[src/rtl/scan_pkg.sv]
package scan_pkg;
  typedef enum logic {SCAN_ADD = 1'b0, SCAN_OR = 1'b1} scan_op_e;
endpackage

[src/rtl/scan_node.sv]
module scan_node #(
  parameter int OW = 11,
  parameter scan_pkg::scan_op_e OP = scan_pkg::SCAN_ADD
) (
  input  logic [OW-1:0] hi_i,
  input  logic [OW-1:0] lo_i,
  output logic [OW-1:0] y_o
);
  generate
    if (OP == scan_pkg::SCAN_ADD) begin : g_add
      assign y_o = hi_i + lo_i;
    end else begin : g_or
      assign y_o = hi_i | lo_i;
    end
  endgenerate
endmodule

[src/rtl/scan_tree.sv]
module scan_tree #(
  parameter int N  = 8,
  parameter int OW = 11,
  parameter scan_pkg::scan_op_e OP = scan_pkg::SCAN_ADD
) (
  input  logic [N*OW-1:0] leaf_i,
  output logic [N*OW-1:0] pre_o
);
  localparam int LG = $clog2(N);

  logic [OW-1:0] lvl [LG+1][N];

  generate
    for (genvar i = 0; i < N; i++) begin : g_leaf
      assign lvl[0][i] = leaf_i[i*OW +: OW];
      assign pre_o[i*OW +: OW] = lvl[LG][i];
    end
    for (genvar k = 0; k < LG; k++) begin : g_lvl
      localparam int D = 1 << k;
      for (genvar i = 0; i < N; i++) begin : g_col
        if (i >= D) begin : g_op
          scan_node #(.OW(OW), .OP(OP)) u_node (
            .hi_i (lvl[k][i]),
            .lo_i (lvl[k][i-D]),
            .y_o  (lvl[k+1][i])
          );
        end else begin : g_pass
          assign lvl[k+1][i] = lvl[k][i];
        end
      end
    end
  endgenerate
endmodule

[src/rtl/scan_outreg.sv]
module scan_outreg #(
  parameter int DW  = 88,
  parameter bit REG = 1'b1
) (
  input  logic          clk,
  input  logic          rst_n,
  input  logic          s_valid,
  output logic          s_ready,
  input  logic [DW-1:0] s_data,
  output logic          m_valid,
  input  logic          m_ready,
  output logic [DW-1:0] m_data
);
  generate
    if (REG) begin : g_reg
      logic          v_q;
      logic [DW-1:0] d_q;

      assign s_ready = !v_q || m_ready;
      assign m_valid = v_q;
      assign m_data  = d_q;

      always_ff @(posedge clk) begin
        if (!rst_n) begin
          v_q <= 1'b0;
          d_q <= '0;
        end else if (s_ready) begin
          v_q <= s_valid;
          if (s_valid) d_q <= s_data;
        end
      end


      accept_shows_chk: assert property (@(posedge clk) disable iff (!rst_n)
        (s_valid && s_ready) |=> m_valid);

      stall_hold_chk: assert property (@(posedge clk) disable iff (!rst_n)
        (m_valid && !m_ready) |=> (m_valid && $stable(m_data)));

      empty_ready_chk: assert property (@(posedge clk) disable iff (!rst_n)
        !m_valid |-> s_ready);

      drain_chk: assert property (@(posedge clk) disable iff (!rst_n)
        (m_valid && m_ready && !s_valid) |=> !m_valid);
    end else begin : g_comb
      assign s_ready = m_ready;
      assign m_valid = s_valid;
      assign m_data  = s_data;
    end
  endgenerate
endmodule

[src/rtl/prefix_scan.sv]
module prefix_scan #(
  parameter int N   = 8,
  parameter int W   = 8,
  parameter scan_pkg::scan_op_e OP = scan_pkg::SCAN_ADD,
  parameter bit REG_OUT = 1'b1,
  localparam int LG = $clog2(N),
  localparam int OW = W + LG
) (
  input  logic          clk,
  input  logic          rst_n,
  input  logic          in_valid,
  output logic          in_ready,
  input  logic [N*W-1:0]  in_data,
  output logic          out_valid,
  input  logic          out_ready,
  output logic [N*OW-1:0] out_data
);
  logic [N*OW-1:0] leaf;
  logic [N*OW-1:0] pre;

  generate
    for (genvar i = 0; i < N; i++) begin : g_ext
      assign leaf[i*OW +: OW] = {{LG{1'b0}}, in_data[i*W +: W]};
    end
  endgenerate

  scan_tree #(.N(N), .OW(OW), .OP(OP)) u_tree (
    .leaf_i (leaf),
    .pre_o  (pre)
  );

  scan_outreg #(.DW(N*OW), .REG(REG_OUT)) u_out (
    .clk     (clk),
    .rst_n   (rst_n),
    .s_valid (in_valid),
    .s_ready (in_ready),
    .s_data  (pre),
    .m_valid (out_valid),
    .m_ready (out_ready),
    .m_data  (out_data)
  );

  generate
    for (genvar i = 1; i < N; i++) begin : g_order
      if (OP == scan_pkg::SCAN_ADD) begin : g_add

        sum_order_chk: assert property (@(posedge clk) disable iff (!rst_n)
          out_valid |-> (out_data[i*OW +: OW] >= out_data[(i-1)*OW +: OW]));
      end else begin : g_or

        or_grow_chk: assert property (@(posedge clk) disable iff (!rst_n)
          out_valid |-> ((out_data[(i-1)*OW +: OW] & ~out_data[i*OW +: OW]) == '0));
      end
    end
  endgenerate
endmodule

[config.mk]
export PLATFORM = sky130hd
export DESIGN_NAME = prefix_scan
export DESIGN_NICKNAME = d
export VERILOG_FILES = /design/src/rtl/scan_pkg.sv /design/src/rtl/scan_node.sv /design/src/rtl/scan_tree.sv /design/src/rtl/scan_outreg.sv /design/src/rtl/prefix_scan.sv
export SDC_FILE = /design/constraint.sdc
export NUM_CORES = 1
export LEC_CHECK = 0
export BUFFER_PORTS_ARGS = -buffer_cell sky130_fd_sc_hd__clkbuf_2
export CORE_MARGIN = 2
export CORE_UTILIZATION = 57
export CTS_CLUSTER_SIZE = 20
export DETAILED_ROUTE_END_ITERATION = 16
export MAX_ROUTING_LAYER = met4
export PLACE_DENSITY = 0.92
export SYNTH_ARGS = -nofsm -noshare
export SYNTH_HDL_FRONTEND = slang
export SYNTH_SLANG_ARGS = --single-unit
export TNS_END_PERCENT = 10
[constraint.sdc]
create_clock -name clk -period 6.5 [get_ports clk]
set_clock_uncertainty 0.05 [all_clocks]
set_input_delay 0.65 -clock clk [delete_from_list [all_inputs] [get_ports clk]]
set_output_delay 0.65 -clock clk [all_outputs]
set_load 0.05 [all_outputs]
# Word level (Yosys, flattened, before mapping)
# Index checks and enable logic that the tools add are counted.
classes:
  addsub: 17
  multipliers: 0
  div_mod_pow: 0
  magnitude_cmp: 0
  n_eq_ne: 0
  shift: 0
  muxes: 0
  n_bitwise: 0
  reduce_logical: 3
ops:
  columns: ["operator", "count"]
  rows:
  - ["11-bit adder", 8]
  - ["8-bit by 8-bit adder with 9-bit output", 7]
  - ["11-bit by 8-bit adder with 11-bit output", 2]
  - ["2-bit AND reduction", 1]
  - ["1-bit zero test", 1]
  - ["1-bit logical OR", 1]
word_totals:
  reg_bits: 86
  latch_bits: 0
  ram_bits: 0
  romBits: 0
  in_bits: 68
  out_inout_bits: 90
  mem_count: 0

# Depth between registers and ports, before layout
# Gate-level depths: netlist of run 1.
depth:
  word_depth: 3
  depth_mapped: 21
  ltp_nobuf: 21

# Hierarchy
# Synthesis of run 1 repeated with hierarchy kept, for this count alone.
hier_totals:
  cells_unflattened: 1438
  area_unflattened_um2: 11359.6
modules_own_cells:
  columns: ["module", "instances", "cells_per_inst", "area_each_um2"]
  rows:
  - ["scan_node at u_tree.g_lvl[0].g_col[2].g_op.u_node ...", 14, 62, 452.9]
  - ["scan_outreg", 1, 387, 3509.6]
  - ["scan_node at u_tree.g_lvl[0].g_col[1].g_op.u_node ...", 3, 57, 474.2]
  - ["scan_tree", 1, 11, 82.6]
  - ["prefix_scan", 1, 1, 3.8]

# Least setup slack after synthesis of run 1
# No wires, ideal clock.
synth_timing:
  path_type: "input -> register"
  start: "input port in_data[0]"
  end: "register u_out.g_reg.d_q[87] (netlist: u_out.m_data[87])"
  setup_ns: 0.133
  arrival_time_ns: 4.740
  required_ns: 6.317
  setup_slack_ns: 1.577
  cell_stages: 19
  path_cell_list: "ha_1 inv_1 fa_1 nand2b_1 a21oi_1 xor2_1 ha_1 a21oi_1 o21ai_0 maj3_1 a21oi_1 xnor2_1 fa_1 inv_1 ha_1 a21oi_1 o21ai_0 a2111oi_0 nor3_1"
synth_between:
  elab_chain_cells: 3
synth_rtl:
  columns: ["item", "line_no", "rtl"]
  rows:
  - ["from (decl)", "prefix_scan.sv:13", "input logic [N*W-1:0] in_data,"]
  - ["8-bit by 8-bit adder with 9-bit output", "scan_node.sv:11", "assign y_o = hi_i + lo_i;"]
  - ["via pre[15]", "prefix_scan.sv:19", "logic [N*OW-1:0] pre;"]
  - ["11-bit adder (2 in series)", "scan_node.sv:11", null]
  - ["to (signal assigned)", "scan_outreg.sv:29", "if (s_valid) d_q <= s_data;"]
  - ["to (decl)", "scan_outreg.sv:17", "logic [DW-1:0] d_q;"]
# The timed path passes the listed nets, and every way through them passes these cells.
# A chain may end at the register's enable or synchronous reset.

# Final worst setup path of run 1
# Ends and elaborated chain as after synthesis.

==> results of run 1 <==
[layout by cell type (no fill, tap or decap), types with 3 or more instances in the layout]
master     instances
a2111oi_0          3
a211o_1            6
a211oi_1          11
a21boi_0           6
a21o_1            27
a21oi_1          113
and2_1             6
and3_1             3
buf_4              3
bufinv_16          3
clkbuf_16          9
clkbuf_2         150
conb_1             7
dfxtp_1           82
fa_1              46
ha_1             111
inv_1            112
nand2_1          114
nand2_2            3
nand2b_1           6
nand3_1           23
nand4_1            3
nand4b_1           3
nor2_1            40
nor2b_1            7
nor3_1            12
nor3b_1            4
o211ai_1          10
o21a_1             8
o21ai_0           37
o21bai_1          15
o31ai_1            4
or3_1             14
xnor2_1           40
xor2_1            24
[cells by family after synthesis]
logic type	count (synthesis)	share of synthesized area, %
compound gates	257	20.5
simple gates	248	14.5
fa+ha+maj	158	29.4
other cells	1	0.0475
xor+xnor	65	7.31
buf+inv	150	7.47
flops	82	20.8
[per-layer routing]
layer / routed length [um] / GRT usage [%]
met5: 0 / -
met4: 597 / 9.77
met3: 1770 / 5.48
met2: 10300 / 51.2
met1: 9530 / 40.8
[worst max-delay path: stages]
cell       delay [ns]
clkbuf_2         0.12
ha_1             0.23
inv_1            0.07
fa_1             0.41
nand2b_1         0.18
a21oi_1          0.16
xor2_1           0.39
ha_1             0.33
a21oi_1          0.11
o21ai_0          0.14
maj3_1           0.42
a21oi_1          0.30
xnor2_1          0.15
fa_1             0.54
inv_1            0.04
ha_1             0.34
a21oi_1          0.14
o21ai_0          0.14
a2111oi_0        0.41
nor3_1           0.10
[area by class of cell]
| type | count | area, um2 | share of cell area [%] |
|---|---|---|---|
| clock buffer | 11 | 253 | 2.78 |
| clock inverter | 5 | 108 | 1.18 |
| inverter | 113 | 424 | 4.66 |
| multi-input combinational | 735 | 5690 | 62.5 |
| sequential | 82 | 1640 | 18.0 |
| tap | 176 | 220 | 2.42 |
| timing repair buffer | 153 | 773 | 8.49 |
[sequential cells by signal (all words and copies together), names as in the netlist]
register       cells
u_out.m_data      81
u_out.m_valid      1
[power breakdown]
part           switching [mW]  internal [mW]
sequential             0.0613          0.618
combinational            1.73          0.985
clock                   0.227          0.399
[through the flow]
step	util, %	cells	setup slack (ns)
6_report	68.0	1275	1.30
2_1_floorplan	-	967	1.58
3_3_place_gp	65.3	1259	1.13
5_1_grt	68.0	1275	0.806
4_1_cts	68.0	1275	1.34
3_5_place_dp	65.3	1259	1.00
[worst paths after layout]
path                                        from               end  slack [ns]  depth (start not counted)
worst max-delay path                  in_data[0]  u_out.m_data[87]        1.30                         20
worst min-delay path            u_out.m_data[58]  u_out.m_data[58]        0.40                          2
worst max register to register     u_out.m_valid  u_out.m_data[53]        4.37                          6
worst min register to register  u_out.m_data[58]  u_out.m_data[58]        0.40                          2
==> impl_metrics.env, run 1 <==
export IMPL_outcome="complete, no violations"
export IMPL_synth_async_sr_flop_share_pct=0
export IMPL_slew_violations=0
export IMPL_initial_core_util_pct=58.9
export IMPL_grt_usage_pct=31.7
export IMPL_critical_path_max_fanout=5
export IMPL_yosysSeqAreaShare_pct=20.8
export IMPL_maxCapViolCount=0
export IMPL_port_buffers=150
export IMPL_clk_insertion_delay_late_ns=0.35
export IMPL_ys_top_cells_by_count="nand2_1 (115), a21oi_1 (113), inv_1 (113), ha_1 (111), dfxtp_1 (82)"
export IMPL_fmax_ghz=0.192
export IMPL_yosys_area_top_type="dfxtp_1"
export IMPL_vias=7466
export IMPL_num_rows=42
export IMPL_numCtsBuffers=9
export IMPL_cts_tree="yes"
export IMPL_cp_required_ns=6.68
export IMPL_core_um2=13400
export IMPL_placed_area_um2=8750
export IMPL_p_total_mw=4.02
export IMPL_grt_pass1_wl_mm=35.2
export IMPL_routed_wl_mm=22.2
export IMPL_synth_top_area_share_pct=20.8
export IMPL_finalInstanceArea_um2=9110
export IMPL_synth_cells=961
export IMPL_finalHoldViolCount=0
export IMPL_setup_tns_ns=0
export IMPL_period_needed_ns=5.20
export IMPL_pin_count=158
export IMPL_dp_hpwl_mm=17.7
export IMPL_crit_path_start_kind="input pin"
export IMPL_die_x_um=122
export IMPL_dieArea_um2=14800
export IMPL_cts_buffer_depth=2
export IMPL_yosys_cell_types_count=55
export IMPL_setup_viol=0
export IMPL_clock_sinks=82
export IMPL_dr_pass1_iters=6
export IMPL_ys_flop_type="dfxtp_1"
export IMPL_first_global_vias=7272
export IMPL_power_leakage_nw=4.57
export IMPL_slew_headroom_pct=36.9
export IMPL_drt_initial_drc_count=555
export IMPL_path_class="in2reg"
export IMPL_wl_per_cell_um=17.4
export IMPL_endpoint_kind="register"
export IMPL_drive_gt1_share_pct=16.8
export IMPL_h_tree_depth=3
export IMPL_irDropWorstVdd_uv=167
export IMPL_rsz0062_at_grt="false"
export IMPL_drc=0
export IMPL_grt_overflow=0
export IMPL_areaGrowthSynthToFinish_pct=15.4
export IMPL_yosys_top_cells_area="dfxtp_1 (21%), ha_1 (18%), fa_1 (12%)"
export IMPL_yosys_warnings=0
export IMPL_cts_repair_resize_count=0
export IMPL_yosysMostFrequentCell="nand2_1"
export IMPL_hold_class="reg2reg"
export IMPL_cts_setup_buffers=0
export IMPL_gp_congestion=0.937
export IMPL_synth_seq_cells=82
export IMPL_fillers=1041
export IMPL_synth_area_per_cell_um2=8.21
export IMPL_pwr_density_cell_nw_per_um2=441
export IMPL_worst_hold_slack_ns=0.401
export IMPL_antenna_found_initial=0
export IMPL_cp_data_arrival_time_ns=5.38
export IMPL_worst_pin_slew_ns=0.947
export IMPL_grt_max_degree=95
export IMPL_viasPerCell=5.86
export IMPL_nets=1319
export IMPL_root_buffer="clkbuf_16"
export IMPL_synth_edf_count=0
export IMPL_ant_nets=0
export IMPL_clkTransAtPathRegs_ns=0.06
export IMPL_hold_buffers=0
export IMPL_diodes=0
export IMPL_syn_cell_area_um2=7890
export IMPL_die_h_um=122
export IMPL_period_share_pct=80.0
(Power assumes the default switching activity.)
==> run 2: changes to the inputs <==
Settings changed: ABC_AREA set to 1, CORE_UTILIZATION 57 to 52, PLACE_DENSITY 0.92 to 0.89.
Clock period 6.5 ns to 4.7 ns, I/O delays scaled along.
==> run 2 against run 1 <==
- wire length down 5.6%
- sequential cell count unchanged
- design area up 1.5%
- largest power group unchanged
- sequential power up 37%
- critical path type unchanged
==> impl_metrics.env, run 2 <==
export IMPL_outcome="complete, no violations"
export IMPL_pin_count=158
export IMPL_yosys_area_top_type="dfxtp_1"
export IMPL_period_share_pct=93.3
export IMPL_yosys_warnings=0
export IMPL_r2r_start="u_out.m_valid"
export IMPL_slew_violations=0
export IMPL_root_buffer="clkbuf_16"
export IMPL_yosysSeqAreaShare_pct=20.6
export IMPL_dr_pass1_iters=5
export IMPL_viasPerCell=5.25
export IMPL_die_x_um=128
export IMPL_worstHoldPathCells=4
export IMPL_hold_class="in2reg"
export IMPL_worst_hold_slack_ns=0.361
export IMPL_slew_headroom_pct=38.5
export IMPL_worst_pin_slew_ns=0.923
export IMPL_initial_core_util_pct=52.8
export IMPL_drc=0
export IMPL_p_total_mw=5.45
export IMPL_routed_wl_mm=20.9
export IMPL_reg2reg_setup_slack_ns=2.71
export IMPL_port_buffers=150
export IMPL_drive_gt1_share_pct=16.9
export IMPL_synth_edf_count=0
export IMPL_synth_async_sr_flop_share_pct=0
export IMPL_dp_hpwl_mm=17.3
export IMPL_final_common_cell="inv_1"
export IMPL_synth_top_area_share_pct=20.6
export IMPL_grt_pass1_wl_mm=34.2
export IMPL_top_usage_layer="met2"
export IMPL_grtUsageMet2_pct=47.1
export IMPL_multi_input_area_um2=5470
export IMPL_clk_insertion_delay_late_ns=0.36
export IMPL_numCtsBuffers=9
export IMPL_synth_cells=1069
export IMPL_h_tree_depth=3
export IMPL_fmax_ghz=0.228
export IMPL_die_h_um=128
export IMPL_r2r_end="u_out.m_data[12]"
export IMPL_ant_nets=0
export IMPL_yosysMostFrequentCell="inv_1"
export IMPL_fin_ws_ns=0.314
export IMPL_num_rows=45
export IMPL_path_class="in2reg"
export IMPL_core_um2=15100
export IMPL_diodes=0
export IMPL_maxCapViolCount=0
export IMPL_grt_overflow=0
export IMPL_areaGrowthSynthToFinish_pct=16.1
export IMPL_vias=7385
export IMPL_critical_path_max_fanout=4
export IMPL_finalHoldViolCount=0
export IMPL_syn_cell_area_um2=7960
export IMPL_dieArea_um2=16300
export IMPL_hold_start="out_ready"
export IMPL_synth_area_per_cell_um2=7.45
export IMPL_irDropWorstVdd_uv=282
export IMPL_cp_data_arrival_time_ns=4.60
export IMPL_period_needed_ns=4.39
export IMPL_ys_top_cells_by_count="inv_1 (190), nand2_1 (148), ha_1 (111), nor2_1 (103), a21oi_1 (95)"
export IMPL_grt_usage_pct=27.4
export IMPL_fillers=1345
export IMPL_grt_max_degree=75
export IMPL_r2r_cells=6
export IMPL_nets=1438
export IMPL_gp_congestion=0.942
export IMPL_drt_initial_drc_count=418
export IMPL_ff_latch_area_um2=1640
export IMPL_yosys_cell_types_count=32
export IMPL_wl_per_cell_um=14.9
export IMPL_cp_required_ns=4.92
export IMPL_cts_buffer_depth=2
export IMPL_hold_buffers=0
export IMPL_synth_seq_cells=82
export IMPL_met3_usage_pct=5.76
export IMPL_ys_flop_type="dfxtp_1"
export IMPL_crit_path_start_kind="input pin"
export IMPL_clock_sinks=82
export IMPL_rsz0062_at_grt="false"
export IMPL_pwr_density_cell_nw_per_um2=590
export IMPL_antenna_found_initial=0
export IMPL_hold_path_endpoint="u_out.m_valid"
export IMPL_grt_use_met1_pct=32.0
export IMPL_place_ws_ns=-0.103
export IMPL_power_leakage_nw=5.28
export IMPL_layout_common_cells="inv_1 (189), clkbuf_2 (150), nand2_1 (148)"
export IMPL_endpoint_kind="register"
export IMPL_first_global_vias=7395
export IMPL_clkTransAtPathRegs_ns=0.07
export IMPL_yosys_top_cells_area="dfxtp_1 (21%), ha_1 (17%), fa_1 (12%)"
export IMPL_largest_reg_flops=81
export IMPL_setup_viol=0
export IMPL_cts_tree="yes"
[run 2: cell types whose count changed after synthesis, sizes merged, moves of 22 or more]
cell   change
a21o      -22
inv       +82
nand2     +48
nand3     +26
nor2      +64
o21ai     +35
xnor2     -31
xor2      +35
[run 2: layer usage]
layer	wire [um]	share of wire, %	up-vias
li1	-	-	3699
met1	9000	43	3453
met2	10200	49	201
met3	1290	6.1	32
met4	449	2.1	0
met5	0	0	-
[run 2: power by group]
part	internal, mW	switching, mW	total (mW)	leakage [nW]
Clock	0.477	0.326	0.803	0.164
Sequential	0.850	0.0793	0.930	0.680
Combinational	1.27	2.45	3.72	4.44
[run 2: how the worst max path moves through the flow]
stage | cells past startpoint | slack (ns) | end | from
finish | 25 | 0.31 | u_out.m_data[86] | in_data[16]
global route | 24 | 0.03 | u_out.m_data[86] | in_data[16]
CTS | 25 | 0.26 | u_out.m_data[86] | in_data[0]
detailed placement | 25 | -0.10 | u_out.m_data[86] | in_data[0]
global placement | 25 | 0.14 | u_out.m_data[86] | in_data[0]
floorplan | 24 | 0.44 | u_out.m_data[86] | in_data[0]
[run 2: logic make-up after synthesis]
| family | synth area share, % |
|---|---|
| simple gates | 17.3 |
| buf+inv | 11.2 |
| flops | 20.6 |
| xor+xnor | 7.59 |
| compound gates | 14.3 |
| other cells | 0.0471 |
| fa+ha+maj | 29.0 |
[run 2: worst max-delay path, cell delays in order]
cell	delay, ns
clkbuf_2	0.10
ha_1	0.24
fa_1	0.45
xor2_2	0.22
ha_1	0.33
a21oi_1	0.15
inv_1	0.05
a31oi_1	0.25
xnor2_1	0.15
inv_1	0.09
fa_1	0.53
inv_1	0.04
ha_1	0.34
nand2_1	0.08
o21ai_0	0.12
nand2_1	0.10
nand2_1	0.05
a21oi_1	0.20
nor2_1	0.06
o21ai_0	0.22
nand2_1	0.08
nand2_1	0.06
nand3_1	0.07
nand2_1	0.09
inv_1	0.04
[run 2: timing repair]
item                                    4_1_cts  5_1_grt
endpoints found under the setup margin        0        1
buffers inserted                              0        0
resized for setup                             0        3
[run 2: area by class of cell]
| class | instances | share of cell area [%] |
|---|---|---|
| Multi-Input combinational cell | 766 | 59.2 |
| Sequential cell | 82 | 17.8 |
| Timing Repair Buffer | 159 | 8.99 |
| Inverter | 195 | 7.93 |
| Tap cell | 188 | 2.54 |
| Clock buffer | 9 | 2.44 |
| Clock inverter | 7 | 1.18 |
[run 2: per-stage QoR]
stage | cells | TNS, ns | cell area [um2] | utilization (%)
after floorplan | 1075 | 0 | 7990 | -
after global placement | 1390 | 0 | 8890 | 58.9
after detailed placement | 1390 | -0.103 | 8890 | 58.9
after CTS | 1406 | 0 | 9230 | 61.2
after global routing | 1406 | 0 | 9240 | 61.3
final | 1406 | 0 | 9240 | 61.3
==> run 3: changes to the inputs <==
Settings changed: CORE_UTILIZATION 52 to 40, PLACE_DENSITY 0.89 to 0.7, SYNTH_HIERARCHICAL set to 1.
==> run 3 against run 2 <==
- combinational power is 78% higher
- global-route usage is 4.3 points lower
- non-clock buffer count is 5 higher
- design area is 69% higher
- worst setup slack better by 0.073 ns
- total power is 54% higher
- maximum frequency is 1.7% higher
- worst hold slack better by 0.074 ns
- clock power is 8.2% lower
- synthesized cell count is 130% higher
- sequential cell count is 7 higher
- wire length is 99% higher
==> impl_metrics.env, run 3 <==
export IMPL_cts_repair_resize_count=0
export IMPL_yosys_warnings=6
export IMPL_cts_buffer_depth=2
export IMPL_slew_headroom_pct=32.8
export IMPL_vias=14700
export IMPL_die_x_um=192
export IMPL_pwr_density_cell_nw_per_um2=538
export IMPL_fin_ws_ns=0.388
export IMPL_outcome="complete, no violations"
export IMPL_numCtsBuffers=9
export IMPL_dieArea_um2=37000
export IMPL_period_share_pct=91.8
export IMPL_rsz0062_at_grt="false"
export IMPL_finalHoldViolCount=0
export IMPL_placed_area_um2=15300
export IMPL_dp_cells=3022
export IMPL_grtUsageMet2_pct=38.9
export IMPL_drc=0
export IMPL_h_tree_depth=3
export IMPL_critical_path_max_fanout=5
export IMPL_endpoint_kind="register"
export IMPL_setup_viol=0
export IMPL_ys_flop_type="dfxtp_1"
export IMPL_hold_buffers=0
export IMPL_irDropWorstVdd_uv=304
export IMPL_post_route_util_pct=44.9
export IMPL_core_um2=34700
export IMPL_drt_initial_drc_count=808
export IMPL_dr_pass1_iters=5
export IMPL_synth_cells=2413
export IMPL_yosys_cell_types_count=24
export IMPL_slew_violations=0
export IMPL_reg2reg_setup_slack_ns=2.49
export IMPL_clk_insertion_delay_late_ns=0.36
export IMPL_routed_wl_mm=41.6
export IMPL_yosysMostFrequentCell="nand2_1"
export IMPL_grt_use_met1_pct=28.3
export IMPL_period_needed_ns=4.31
export IMPL_hold_class="reg2reg"
export IMPL_antenna_found_initial=0
export IMPL_nets=2833
export IMPL_path_class="in2reg"
export IMPL_root_buffer="clkbuf_16"
export IMPL_initial_core_util_pct=40.8
export IMPL_p_total_mw=8.40
export IMPL_synth_async_sr_flop_share_pct=0
export IMPL_place_ws_ns=0.0385
export IMPL_setup_tns_ns=0
export IMPL_top_usage_layer="met2"
export IMPL_yosys_top_cells_area="nand2_1 (22%), ha_1 (15%), dfxtp_1 (13%)"
export IMPL_grt_pass1_wl_mm=66.1
export IMPL_synth_area_per_cell_um2=5.87
export IMPL_grt_usage_pct=23.1
export IMPL_fillers=3777
export IMPL_die_h_um=192
export IMPL_layout_cells_non_filler=3038
export IMPL_ys_top_cells_by_count="nand2_1 (836), inv_1 (428), nor2_1 (241), nand3_1 (218), ha_1 (170)"
export IMPL_syn_cell_area_um2=14200
export IMPL_met3_usage_pct=3.20
export IMPL_synth_top_area_share_pct=22.1
export IMPL_first_global_vias=13500
export IMPL_clkTransAtPathRegs_ns=0.08
export IMPL_viasPerCell=4.85
export IMPL_crit_path_start_kind="input pin"
export IMPL_ant_nets=0
export IMPL_cts_setup_buffers=0
export IMPL_synth_edf_count=0
export IMPL_cp_required_ns=4.91
export IMPL_yosys_area_top_type="nand2_1"
export IMPL_port_buffers=157
export IMPL_worst_pin_slew_ns=1.01
export IMPL_fmax_ghz=0.232
export IMPL_gp_congestion=0.996
export IMPL_wl_per_cell_um=13.7
export IMPL_synth_seq_cells=89
export IMPL_largest_reg_flops=88
export IMPL_grt_max_degree=139
export IMPL_power_leakage_nw=9.58
export IMPL_areaGrowthSynthToFinish_pct=10.1
export IMPL_yosysSeqAreaShare_pct=12.6
export IMPL_grt_overflow=0
export IMPL_clock_sinks=89
export IMPL_num_rows=68
export IMPL_cp_data_arrival_time_ns=4.52
export IMPL_diodes=0
export IMPL_maxCapViolCount=0
export IMPL_pin_count=158
export IMPL_finalInstanceArea_um2=15600
export IMPL_dp_hpwl_mm=35.3
export IMPL_cts_tree="yes"
export IMPL_final_common_cell="nand2_1"
export IMPL_layout_common_cells="nand2_1 (836), inv_1 (428), nor2_1 (241)"
export IMPL_worst_hold_slack_ns=0.435
export IMPL_drive_gt1_share_pct=12.4
==> run 3: cell types whose count changed after synthesis, moves of 54 or more <==
cell and delta:
o21ai_0 -70, ha_1 +59, a21oi_2 +64, nand3_1 +172
nand2_1 +688, nand3_2 +54, inv_1 +238, nor2_1 +138
==> run 3: where the power goes <==
part,switching (mW),internal (mW)
Combinational,4.42,2.21
Clock,0.358,0.379
Sequential,0.107,0.918
Total,4.89,3.51
==> run 3: final timing paths <==
path                                  startpoint          endpoint  cells after the start
worst max-delay path                  in_data[0]  u_out/m_data[86]                     26
worst min register to register  u_out/m_data[56]  u_out/m_data[56]                      2
worst min-delay path            u_out/m_data[56]  u_out/m_data[56]                      2
worst max register to register     u_out/m_valid  u_out/m_data[25]                      5
==> run 3: logic make-up (layout without fill, tap and decap cells) <==
| kind of cell | Yosys count | after routing | synth area share [%] |
|---|---|---|---|
| compound gates | 157 | 157 | 7.26 |
| fa+ha+maj | 187 | 187 | 17.4 |
| buf+inv | 490 | 610 | 14.9 |
| xor+xnor | 85 | 85 | 5.25 |
| simple gates | 1404 | 1404 | 42.6 |
| other cells | 1 | 51 | 0.0265 |
| flops | 89 | 89 | 12.6 |
==> run 3: area by class of cell <==
type / instances / area [um2] / area share (%)
multi-input combinational: 1884 / 10500 / 67.1
sequential: 89 / 1780 / 11.4
inverter: 430 / 1610 / 10.3
timing repair buffer: 164 / 845 / 5.41
tap: 455 / 569 / 3.65
clock buffer: 9 / 225 / 1.44
clock inverter: 7 / 91.3 / 0.585
==> run 3: per-layer routing <==
layer  part of all wire (%)  vias up  wire [um]
li1                       -     7780          -
met1                     45     6548      18900
met2                     47      321      19600
met3                    4.7       78       1960
met4                    2.9        0       1230
met5                      0        -          0
==> run 3: worst max-delay path, stage by stage <==
cell,delay (ns)
clkbuf_2,0.25
ha_1,0.35
inv_1,0.10
fa_1,0.41
inv_1,0.09
nand3_1,0.07
nand3_1,0.14
xor2_1,0.44
ha_1,0.39
a21oi_2,0.21
nor2_1,0.06
nor2_1,0.12
nand2_1,0.06
nand2_1,0.05
nand2_1,0.08
ha_1,0.36
nand2_1,0.13
inv_1,0.04
a21oi_1,0.19
nand3_1,0.10
nand2_1,0.06
nand2_1,0.05
inv_1,0.05
nand3_1,0.07
nand2_1,0.10
nor2_1,0.04
